<file path="config.mk">
export PLATFORM = sky130hd
export DESIGN_NAME = vcx_expander
export DESIGN_NICKNAME = d
export VERILOG_FILES = /design/src/rtl/vcx_pkg.sv /design/src/rtl/vcx_seq_select.sv /design/src/rtl/vcx_uop_annot.sv /design/src/rtl/vcx_issue_fsm.sv /design/src/rtl/vcx_expander.sv
export SDC_FILE = /design/constraint.sdc
export NUM_CORES = 1
export LEC_CHECK = 0
export BUFFER_PORTS_ARGS = -buffer_cell sky130_fd_sc_hd__buf_2
export CORE_MARGIN = 5
export CORE_UTILIZATION = 25
export DETAILED_ROUTE_END_ITERATION = 10
export PLACE_DENSITY = 0.44
export SETUP_SLACK_MARGIN = 0.02
export SYNTH_ARGS = -nofsm -noshare
export SYNTH_HDL_FRONTEND = slang
export SYNTH_HIERARCHICAL = 1
export SYNTH_SLANG_ARGS = --single-unit
</file>
<file path="constraint.sdc">
create_clock -name clk -period 3.7 [get_ports clk]
set_clock_uncertainty 0.2 [all_clocks]
set_input_delay 0 -clock clk [delete_from_list [all_inputs] [get_ports clk]]
set_output_delay 0 -clock clk [all_outputs]
set_load 0.02 [all_outputs]
</file>
<file path="src/rtl/vcx_pkg.sv">
package vcx_pkg;

    localparam int CODE_W  = 8;
    localparam int IDX_W   = 5;
    localparam int MAX_UOP = 2;
    localparam int CNT_W   = $clog2(MAX_UOP);

    // bit positions decoded by downstream units
    localparam int B_VLMAX = 0;
    localparam int B_KEEP  = 1;
    localparam int B_VREG  = 4;
    localparam int B_CFG   = 5;

    typedef enum logic [1:0] {
        FORM_IMM  = 2'b00,
        FORM_LEN  = 2'b01,
        FORM_TYPE = 2'b10,
        FORM_RSV  = 2'b11
    } form_e;

    typedef enum logic [1:0] {
        DST_INT = 2'd0,
        DST_CFG = 2'd1,
        DST_TMP = 2'd2
    } dest_e;

    typedef struct packed {
        logic  rd_rs1;
        logic  rd_rs2;
        logic  rd_cfg;
        logic  rd_tmp;
        dest_e dest;
    } uop_info_t;

    typedef struct packed {
        logic [CNT_W-1:0]  last_idx;
        logic [CODE_W-1:0] code1;
        logic [CODE_W-1:0] code0;
    } uop_list_t;

    // assemble an operation code from its meaningful bits
    function automatic logic [CODE_W-1:0] make_code(
        input logic [1:0] fam, input logic cfg, input logic vreg,
        input logic keep, input logic vlmax);
        logic [CODE_W-1:0] c;
        c = '0;
        c[7:6]     = fam;
        c[B_CFG]   = cfg;
        c[B_VREG]  = vreg;
        c[B_KEEP]  = keep;
        c[B_VLMAX] = vlmax;
        return c;
    endfunction

    function automatic logic [CODE_W-1:0] to_int_dest(input logic [CODE_W-1:0] c);
        return c ^ (CODE_W'(1) << B_CFG);
    endfunction

endpackage

</file>
<file path="src/rtl/vcx_seq_select.sv">
module vcx_seq_select
    import vcx_pkg::*;
#(
    parameter int REG_W = IDX_W
) (
    input  logic [1:0]       kind,
    input  logic [REG_W-1:0] rs1,
    input  logic [REG_W-1:0] rd,
    output uop_list_t        list
);
    localparam logic [1:0] FAM_LEN  = 2'b10;
    localparam logic [1:0] FAM_TYPE = 2'b01;
    localparam logic [1:0] FAM_IMM  = 2'b00;

    logic rs1_zero, rd_zero;
    logic [CODE_W-1:0] first;

    assign rs1_zero = (rs1 == '0);
    assign rd_zero  = (rd == '0);

    always_comb begin
        first         = '0;
        list.code0    = '0;
        list.code1    = '0;
        list.last_idx = CNT_W'(1);
        unique case (form_e'(kind))
            FORM_LEN: begin
                if (!rs1_zero) begin
                    first = make_code(FAM_LEN, 1'b1, 1'b0, 1'b0, 1'b0);
                end else if (!rd_zero) begin
                    first = make_code(FAM_LEN, 1'b1, 1'b0, 1'b0, 1'b1);
                end else begin
                    first = make_code(FAM_LEN, 1'b1, 1'b0, 1'b1, 1'b0);
                    list.last_idx = CNT_W'(0);
                end
                list.code0 = first;
                list.code1 = to_int_dest(first);
            end
            FORM_TYPE: begin
                if (!rs1_zero) begin
                    first = make_code(FAM_TYPE, 1'b1, 1'b0, 1'b0, 1'b0);
                    list.code1 = to_int_dest(first);
                end else if (!rd_zero) begin
                    first = make_code(FAM_TYPE, 1'b1, 1'b0, 1'b0, 1'b1);
                    list.code1 = to_int_dest(first);
                end else begin
                    // move rs2 into scratch, then merge with the old length
                    first = make_code(FAM_TYPE, 1'b1, 1'b0, 1'b1, 1'b0);
                    list.code1 = make_code(FAM_TYPE, 1'b1, 1'b1, 1'b1, 1'b0);
                end
                list.code0 = first;
            end
            default: begin
                first      = make_code(FAM_IMM, 1'b1, 1'b0, 1'b0, 1'b0);
                list.code0 = first;
                list.code1 = to_int_dest(first);
            end
        endcase
    end

endmodule

</file>
<file path="src/rtl/vcx_uop_annot.sv">
module vcx_uop_annot
    import vcx_pkg::*;
(
    input  logic [CODE_W-1:0] code,
    output uop_info_t         info
);
    logic is_len, is_type, normal, keep, vreg, cfg;

    assign is_len  = code[7];
    assign is_type = code[6];
    assign normal  = (code[B_KEEP:B_VLMAX] == 2'b00);
    assign keep    = code[B_KEEP];
    assign vreg    = code[B_VREG];
    assign cfg     = code[B_CFG];

    always_comb begin
        info.rd_rs1 = (is_len || is_type) && normal;
        info.rd_rs2 = is_type && !vreg;
        info.rd_tmp = vreg;
        info.rd_cfg = keep && !(is_type && !vreg);
        if (is_type && keep && !vreg)
            info.dest = DST_TMP;
        else if (cfg)
            info.dest = DST_CFG;
        else
            info.dest = DST_INT;
    end

endmodule

</file>
<file path="src/rtl/vcx_issue_fsm.sv">
module vcx_issue_fsm
    import vcx_pkg::*;
(
    input  logic              clk,
    input  logic              rst,
    input  logic              flush,
    input  logic              in_valid,
    input  uop_list_t         list_in,
    output logic              in_ready,
    output logic              out_valid,
    input  logic              out_ready,
    output logic [CODE_W-1:0] out_code,
    output logic              out_last
);
    typedef enum logic {S_IDLE, S_ISSUE} st_e;

    st_e               st_q;
    logic [CNT_W-1:0]  idx_q;
    logic [CNT_W-1:0]  last_q;
    logic [CODE_W-1:0] slot_q [MAX_UOP];
    logic [CODE_W-1:0] slot_in [MAX_UOP];

    assign slot_in[0] = list_in.code0;
    assign slot_in[1] = list_in.code1;

    logic take, pop;
    assign in_ready  = (st_q == S_IDLE);
    assign take      = in_valid && in_ready && !flush;
    assign out_valid = (st_q == S_ISSUE);
    assign pop       = out_valid && out_ready;
    assign out_code  = slot_q[idx_q];
    assign out_last  = (idx_q == last_q);

    always_ff @(posedge clk) begin
        if (rst || flush) begin
            st_q  <= S_IDLE;
            idx_q <= '0;
        end else if (take) begin
            st_q  <= S_ISSUE;
            idx_q <= '0;
        end else if (pop) begin
            if (out_last) begin
                st_q  <= S_IDLE;
                idx_q <= '0;
            end else begin
                idx_q <= idx_q + CNT_W'(1);
            end
        end
    end

    generate
        for (genvar g = 0; g < MAX_UOP; g++) begin : g_slot
            always_ff @(posedge clk) begin
                if (rst)       slot_q[g] <= '0;
                else if (take) slot_q[g] <= slot_in[g];
            end
        end
    endgenerate

    always_ff @(posedge clk) begin
        if (rst)       last_q <= '0;
        else if (take) last_q <= list_in.last_idx;
    end

endmodule

</file>
<file path="src/rtl/vcx_expander.sv">
module vcx_expander
    import vcx_pkg::*;
#(
    parameter int REG_W = IDX_W
) (
    input  logic             clk,
    input  logic             rst,
    input  logic             flush,
    input  logic             in_valid,
    output logic             in_ready,
    input  logic [1:0]       in_kind,
    input  logic [REG_W-1:0] in_rs1,
    input  logic [REG_W-1:0] in_rd,
    output logic             uop_valid,
    input  logic             uop_ready,
    output logic [7:0]       uop_code,
    output logic             uop_rd_rs1,
    output logic             uop_rd_rs2,
    output logic             uop_rd_cfg,
    output logic             uop_rd_tmp,
    output logic [1:0]       uop_dest,
    output logic             uop_last
);
    uop_list_t list;
    uop_info_t info;

    vcx_seq_select #(.REG_W(REG_W)) u_sel (
        .kind (in_kind),
        .rs1  (in_rs1),
        .rd   (in_rd),
        .list (list)
    );

    vcx_issue_fsm u_fsm (
        .clk       (clk),
        .rst       (rst),
        .flush     (flush),
        .in_valid  (in_valid),
        .list_in   (list),
        .in_ready  (in_ready),
        .out_valid (uop_valid),
        .out_ready (uop_ready),
        .out_code  (uop_code),
        .out_last  (uop_last)
    );

    vcx_uop_annot u_annot (
        .code (uop_code),
        .info (info)
    );

    assign uop_rd_rs1 = info.rd_rs1;
    assign uop_rd_rs2 = info.rd_rs2;
    assign uop_rd_cfg = info.rd_cfg;
    assign uop_rd_tmp = info.rd_tmp;
    assign uop_dest   = info.dest;

endmodule

</file>
After elaboration in Yosys (flattened, before gate mapping):

Memories as Yosys holds them, arrays and structs flattened. A register that Yosys moved wholly into a read port is not among the register bits.
Cells that the tools add are included.

* register bits: 3
* RAM bits: 16
* input bits: 17
* output and inout bits: 17
* memories kept: 1

Memory list
* u_fsm.slot_q: depth 2, width 8, rd ports 1, clocked after memory_dff 1, write ports 2, line vcx_issue_fsm.sv:20 `logic [CODE_W-1:0] slot_q [MAX_UOP];`

* add/sub/neg operators: 1
* equal/unequal tests: 3
* multiplexer cells: 26
* bitwise operators: 4
* reductions and logical operators: 20

Operators with widths (count)
* $mux 8: 6
* $pmux 16 s2: 1
* $mux 1: 15
* $logic_not 5->1: 2
* $logic_and 1x1->1: 8
* $mux 2: 3
* $mux 6: 1
* $reduce_bool 2->1: 2
* $logic_not 1->1: 3
* $eq 2x1->1 const B: 1
* $eq 2x2->1 const B: 1
* $logic_not 2->1: 1
* $logic_or 1x1->1: 2
* $not 1->1: 2
* $or 1x1->1: 2
* $reduce_and 2->1: 1
* $reduce_or 2->1: 1
* $add 1x1->1 const B: 1
* $eq 1x1->1: 1

Logic depth before layout (Yosys ltp):

Gate-level depths: netlist of run 1.

* depth in word-level cells: 7
* gate-level depth with buffers: 7

By module:

Netlist of run 1, hierarchy kept.

Modules (own cells, without submodules)
* vcx_issue_fsm: instances 1, cells an instance 61, area each 914.6 µm², sequential area each 560.5 µm²
* vcx_seq_select: instances 1, cells an instance 34, area each 225.2 µm², sequential area each 0.0 µm²
* vcx_uop_annot: instances 1, cells an instance 7, area each 50.0 µm², sequential area each 0.0 µm²

Worst setup path after synthesis of run 1:

Ideal clock, no wire load.

* kind: register to output
* from: register (tool-made name)
* to: output uop_dest[0]
* arrival: 1.704 ns
* required time: 3.500 ns
* setup slack: 1.796 ns
* stages on the path, launching flop included: 5
* buffers on the path: 1
* path through: dfxtp_1 -> clkbuf_1 -> mux2_2 -> nor2b_4 -> a21boi_0

RTL lines
* end, declared: line vcx_expander.sv:21 `output logic [1:0] uop_dest,`

Final worst setup path of run 1:

* from: register u_fsm.st_q (netlist: u_fsm/out_valid)
* to: register u_fsm.last_q

* cells in the longest elaborated chain, start to end: 3

Ends and longest elaborated chain
* start, declared: line vcx_issue_fsm.sv:17 `st_e st_q;`
* start signal, assigned: line vcx_issue_fsm.sv:36 `st_q <= S_IDLE;`
* start signal, assigned: line vcx_issue_fsm.sv:39 `st_q <= S_ISSUE;`
* start signal, assigned: line vcx_issue_fsm.sv:43 `st_q <= S_IDLE;`
* $not 1->1: line vcx_issue_fsm.sv:27 `assign in_ready = (st_q == S_IDLE);`
* $logic_and 1x1->1 (2 in a row): line vcx_issue_fsm.sv:28 `assign take = in_valid && in_ready && !flush;`
* end signal, assigned: line vcx_issue_fsm.sv:62 `else if (take) last_q <= list_in.last_idx;`
* end, declared: line vcx_issue_fsm.sv:19 `logic [CNT_W-1:0] last_q;`

Every way passes these cells.
A chain may end at the register's enable or synchronous reset.

==> results of run 1 <==
==> tightest hold or removal path, delay by kind of cell <==
family,cells,cell delay [ps]
AO/OA/AOI/OAI,1,210
buffers and inverters,1,140
AND/OR/NAND/NOR,1,70
==> how the worst max path moves through the flow <==
stage | from | end
CTS | u_fsm/out_valid | u_fsm/last_q
finish | u_fsm/out_valid | u_fsm/last_q
global placement | register | uop_dest[0]
global route | u_fsm/out_valid | u_fsm/last_q
floorplan | register | uop_dest[0]
detailed placement | register | uop_dest[0]
==> sequential cells by signal (all words and copies together) (netlist names), named ones only <==
register / count
u_fsm/last_q: 1
u_fsm/slot_q: 16
u_fsm/out_valid: 1
u_fsm/idx_q: 1
==> what timing repair did <==
action,CTS,global route
resized for setup,0,0
endpoints found under the hold margin,2,0
hold buffers,4,0
==> cell families after synthesis <==
| logic type | synth area share |
|---|---|
| fa+ha+maj | 0.0421 |
| compound gates | 0.0484 |
| buf+inv | 0.110 |
| mux | 0.0841 |
| simple gates | 0.238 |
| other cells | 0.00631 |
| flops | 0.471 |
==> power groups by stage <==
stage          sequential, mW  clock (mW)  combinational [mW]
2_1_floorplan           0.263           0              0.0549
3_3_place_gp            0.264           0              0.0717
3_5_place_dp            0.264           0              0.0735
4_1_cts                 0.259       0.170              0.0771
5_1_grt                 0.261       0.180              0.0845
6_report                0.259       0.163              0.0763
==> routing by layer <==
metal | global-route usage | wire length [µm] | up-vias
li1 | - | - | 393
met4 | 0.0464 | 52 | 0
met1 | 0.0838 | 916 | 333
met2 | 0.124 | 959 | 28
met3 | 0.0204 | 155 | 4
met5 | 0 | 0 | -
==> stage by stage <==
| stage | hold WS (ps) | instances |
|---|---|---|
| after floorplan | -62.2 | 106 |
| after global placement | 68.6 | 178 |
| after detailed placement | 97.4 | 178 |
| after CTS | 2.15 | 186 |
| after global routing | 19.3 | 186 |
| final | 11.0 | 186 |
==> cell type report <==
cell class	count	area (µm²)
Tap cell	54	67.6
Inverter	4	15.0
Sequential cell	20	561
Timing Repair Buffer	37	205
Clock buffer	4	55.1
Fill cell	480	3240
Multi-Input combinational cell	67	513
==> placed cells by master, fill, tap and decap left out, types with 2 or more instances in the layout <==
cell type	instances
nor3_1	2
dlygate4sd3_1	4
buf_2	33
dfxtp_1	4
edfxtp_1	16
inv_1	4
ha_1	4
and2_1	4
conb_1	6
mux2_2	8
nor2_1	8
clkbuf_8	4
and2_2	13
nand3_1	2
==> results.cfg, run 1 <==
[sta]
period_share = 0.542
maxSlewViolCount = 0
setup_viol = 0
period_needed_ps = 2010
max_freq_mhz = 498
tightest_slew_ps = 623
setup_ws_ps = 1690
rsz0062_at_grt = false
hold_viol = 0
fin_setup_tns_ps = 0
slew_headroom = 0.583

[critical_path]
required_ps = 3700
arrival_ps = 2010
rr_worst_depth = 3
cp-start-kind = register
path_cells = nor4b_4 -> o2bb2ai_1 -> dlygate4sd3_1
path_class = reg2reg
r2r_setup_slack_ps = 1690
cp_num_buf_inv = 1
timing.rr.end = u_fsm/last_q
slowest_delay_ps = 630
end_kind = register
worstReg2RegStart = u_fsm/out_valid
cpMaxStageDelayCell = nor4b_4
worst-path-stages = 3
cp_top_family = simple AND/OR/NAND/NOR gates
cp_max_fo = 17

[clocking]
cts_max_level = 1
cts_max_path_buffers = 2
clkTransAtPathRegs_ps = 70
clk_latency_ps = 250
clockRootBuffer = clkbuf_8
post_cts_buffers = 0
cts_sinks = 20
cts_tree = yes
cts-buffers-inserted = 3

[placement]
dp_slack_ps = 2040
dpl.hpwl_mm = 1.65
gp_congestion = 0.741
place_area_um2 = 1320
numPortBuffers = 33

[hold_path]
min-delay-start = rst
hold_class = in2reg
min_to = u_fsm/idx_q
hold_path_depth = 3

[power_and_ir_drop]
total_power_uw = 498
p_int_uw = 382
p_leak_nw = 0.611
p_per_area_nw_per_um2 = 352
power.switching_uw = 116
p_clk_frac = 0.327
combPwrFrac = 0.153
vdd_ir_drop_max_v = 0.000116
p_sw_frac = 0.233
power_frac_seq = 0.520

[flow_run]
maxCapViolCount = 0

[die]
chipWidth_um = 79.0
die_y_um = 79.0
die_area_um2 = 6240
io_pins = 34
core_area_um2 = 4660
rows = 25
initial_core_util = 0.255

[route]
drt_pass1_iterations = 4
routedWlPerCell_um = 11.2
drc = 0
drt_wl_total_mm = 2.08
ant_nets = 0
vias = 758
via_per_inst = 4.08
drt_iter0_drc = 23

[synth]
synth_cell_types = 34
synth_ff_type = edfxtp_1
syn_area_um2 = 1190
yosysMostFrequentCell = edfxtp_1
ys_seq_elements = 20
ys_seq_area_frac = 0.471
synthTopCellsByCount = edfxtp_1, and2_2, buf_4, mux2_2, nor2_1
synth_cells = 102
async_reset_ff_frac = 0
netlist_top_cells_area = edfxtp_1, and2_2, buf_4
yosys_warnings = 6
avgSynthCellArea_um2 = 11.7
yosysTopAreaCell = edfxtp_1
synth_top_area_frac = 0.404
synth_edf_count = 16

[grt]
antenna_found_initial = 0
grt_max_degree = 18
grt.overflow.total = 0
grt_first_pass_wirelength_mm = 3.62
grt_pass1_vias = 812
track_usage = 0.0744

[final_layout]
final_core_util = 0.304
area_delta_synth_final_pct = 19.0
drive_gt1_frac = 0.470
final_cell_area_um2 = 1420
num_antenna_cells = 0
nets = 154

[run_status]
outcome = finished, final reports clean
Power figures use the tool's default switching activity.
==> run 2: changes to the inputs <==
PLACE_DENSITY = 0.46   (was 0.44)
clock period = 1.71 ns   (was 3.7 ns; I/O delays follow)
==> run 2 against run 1 <==
  * Count of clock-buffer cells in the layout did not move
  * Critical path depth up 2
  * Clock power is 91% higher
  * Register-to-register slack worse by 1400 ps
  * Worst setup slack worse by 1600 ps
  * Sequential power is 120% higher
  * Die area did not move
  * Total power up 110%
  * Wire length grew 4.6%
  * Utilization up 3.3 points
==> results.cfg, run 2 (synthesized netlist as in run 1, its figures left out) <==
[critical_path]
required_ps = 1510
path_cells = buf_4 -> mux2_2 -> nor2_1 -> nor3_2 -> buf_2
timing.rr.end = u_fsm/slot_q[0][1]
rr_worst_depth = 4
cp_max_fo = 6
cp_num_buf_inv = 2
end_kind = output pin
cpMaxStageDelayCell = dfxtp_4
slowest_delay_ps = 390
r2r_setup_slack_ps = 290
cp_top_family = flip-flops
path_class = reg2out
arrival_ps = 1430
cp-start-kind = register
worstReg2RegStart = u_fsm/out_valid

[route]
drt_iter0_drc = 36
vias = 815
ant_nets = 0
drc = 0
routedWlPerCell_um = 10.8
drt_wl_total_mm = 2.18
via_per_inst = 4.05
drt_pass1_iterations = 4

[placement]
gp_congestion = 0.753
post-place-cells = 180
dpl.hpwl_mm = 1.58
numPortBuffers = 33

[grt]
grt_first_pass_wirelength_mm = 3.65
grt_pass1_vias = 788
antenna_found_initial = 0
grt.overflow.total = 0
track_usage = 0.0736
grt_max_degree = 18

[final_layout]
drive_gt1_frac = 0.469
num_antenna_cells = 0
fin_cells = 201
nets = 169
final_common_cell = buf_2
area_delta_synth_final_pct = 31.9
most-common-layout-cells = buf_2, edfxtp_1, dlygate4sd3_1
final_core_util = 0.337
largest_reg_flops = 16
top_register = u_fsm/slot_q

[die]
chipWidth_um = 79.0
rows = 25
die_area_um2 = 6240
initial_core_util = 0.255
core_area_um2 = 4660
die_y_um = 79.0
io_pins = 34

[sta]
maxSlewViolCount = 0
hold_viol = 0
rsz0062_at_grt = true
hold_slack_ps = 64.0
max_freq_mhz = 615
period_share = 0.951
setup_viol = 0
period_needed_ps = 1630
fin_setup_tns_ps = 0

[power_and_ir_drop]
p_leak_nw = 0.679
vdd_ir_drop_max_v = 0.000287
p_per_area_nw_per_um2 = 676

[hold_path]
hold_class = in2reg
min-delay-start = in_kind[1]
hold_path_depth = 3
min_to = u_fsm/slot_q[0][6]

[clocking]
clk_latency_ps = 250
clkTransAtPathRegs_ps = 70
cts-buffers-inserted = 3
cts_max_path_buffers = 2
cts_max_level = 1
cts_sinks = 20
cts_tree = yes
clockRootBuffer = clkbuf_8

[run_status]
outcome = finished, final reports clean

[flow_run]
maxCapViolCount = 0
## run 2: changes by cell type in the layout (fill, tap and decap cells not counted), moves of 2 or more
| cell | change |
|---|---|
| dlygate4sd3_1 | +10 |
| buf_4 | +6 |
| mux2_2 | -2 |
| mux2_4 | +2 |
## run 2: worst reg2reg max path, stage by stage (launching register included)
cell and delay [ps]:
dfxtp_1 310, buf_4 160, nor4b_4 250, buf_4 220
and2_2 160
## run 2: final cells by class
| cell class | count | area [µm²] |
|---|---|---|
| well taps | 54 | 67.6 |
| clock buffers | 4 | 45.0 |
| flip-flops and latches | 20 | 564 |
| fillers | 464 | 3090 |
| repair buffers | 52 | 345 |
| inverters | 4 | 15.0 |
| multi-input cells | 67 | 532 |
## run 2: power breakdown
| part | internal (mW) | total, mW | switching, mW |
|---|---|---|---|
| Sequential | 0.550 | 0.557 | 0.00696 |
| Combinational | 0.0917 | 0.193 | 0.101 |
| Clock | 0.165 | 0.311 | 0.145 |
| Total | 0.807 | 1.06 | 0.253 |
## run 2: routing by layer
metal	wire length (µm)	global-route usage	vias up	share of wire
met5	0	0	-	0
met4	16	0.0258	0	0.0073
met3	120	0.0125	2	0.055
met2	1000	0.118	31	0.46
met1	1040	0.0998	356	0.48
li1	-	-	426	-
## run 2: worst max-delay path by stage
stage | endpoint | start | slack (ps) | cells past startpoint
finish | uop_rd_rs1 | register | 80 | 5
detailed placement | uop_dest[1] | register | 110 | 4
floorplan | uop_dest[1] | register | 110 | 4
CTS | uop_dest[1] | register | 40 | 4
global route | uop_rd_rs1 | register | 20 | 5
global placement | uop_dest[1] | register | 170 | 4
## run 2: timing repair
item / 4_1_cts / 5_1_grt
buffers inserted: 3 / 0
endpoints found under the hold margin: 2 / 0
gates resized for setup: 2 / 4
endpoints found under the setup margin: 5 / 19
hold buffers: 14 / 0
## run 2: stage by stage
step | worst slack [ps] | power, mW | cell area (µm²)
floorplan | 114 | 0.690 | 1210
global placement | 168 | 0.736 | 1350
detailed placement | 112 | 0.737 | 1350
CTS | 43.9 | 1.08 | 1560
global route | 16.5 | 1.12 | 1570
finish | 84.4 | 1.06 | 1570
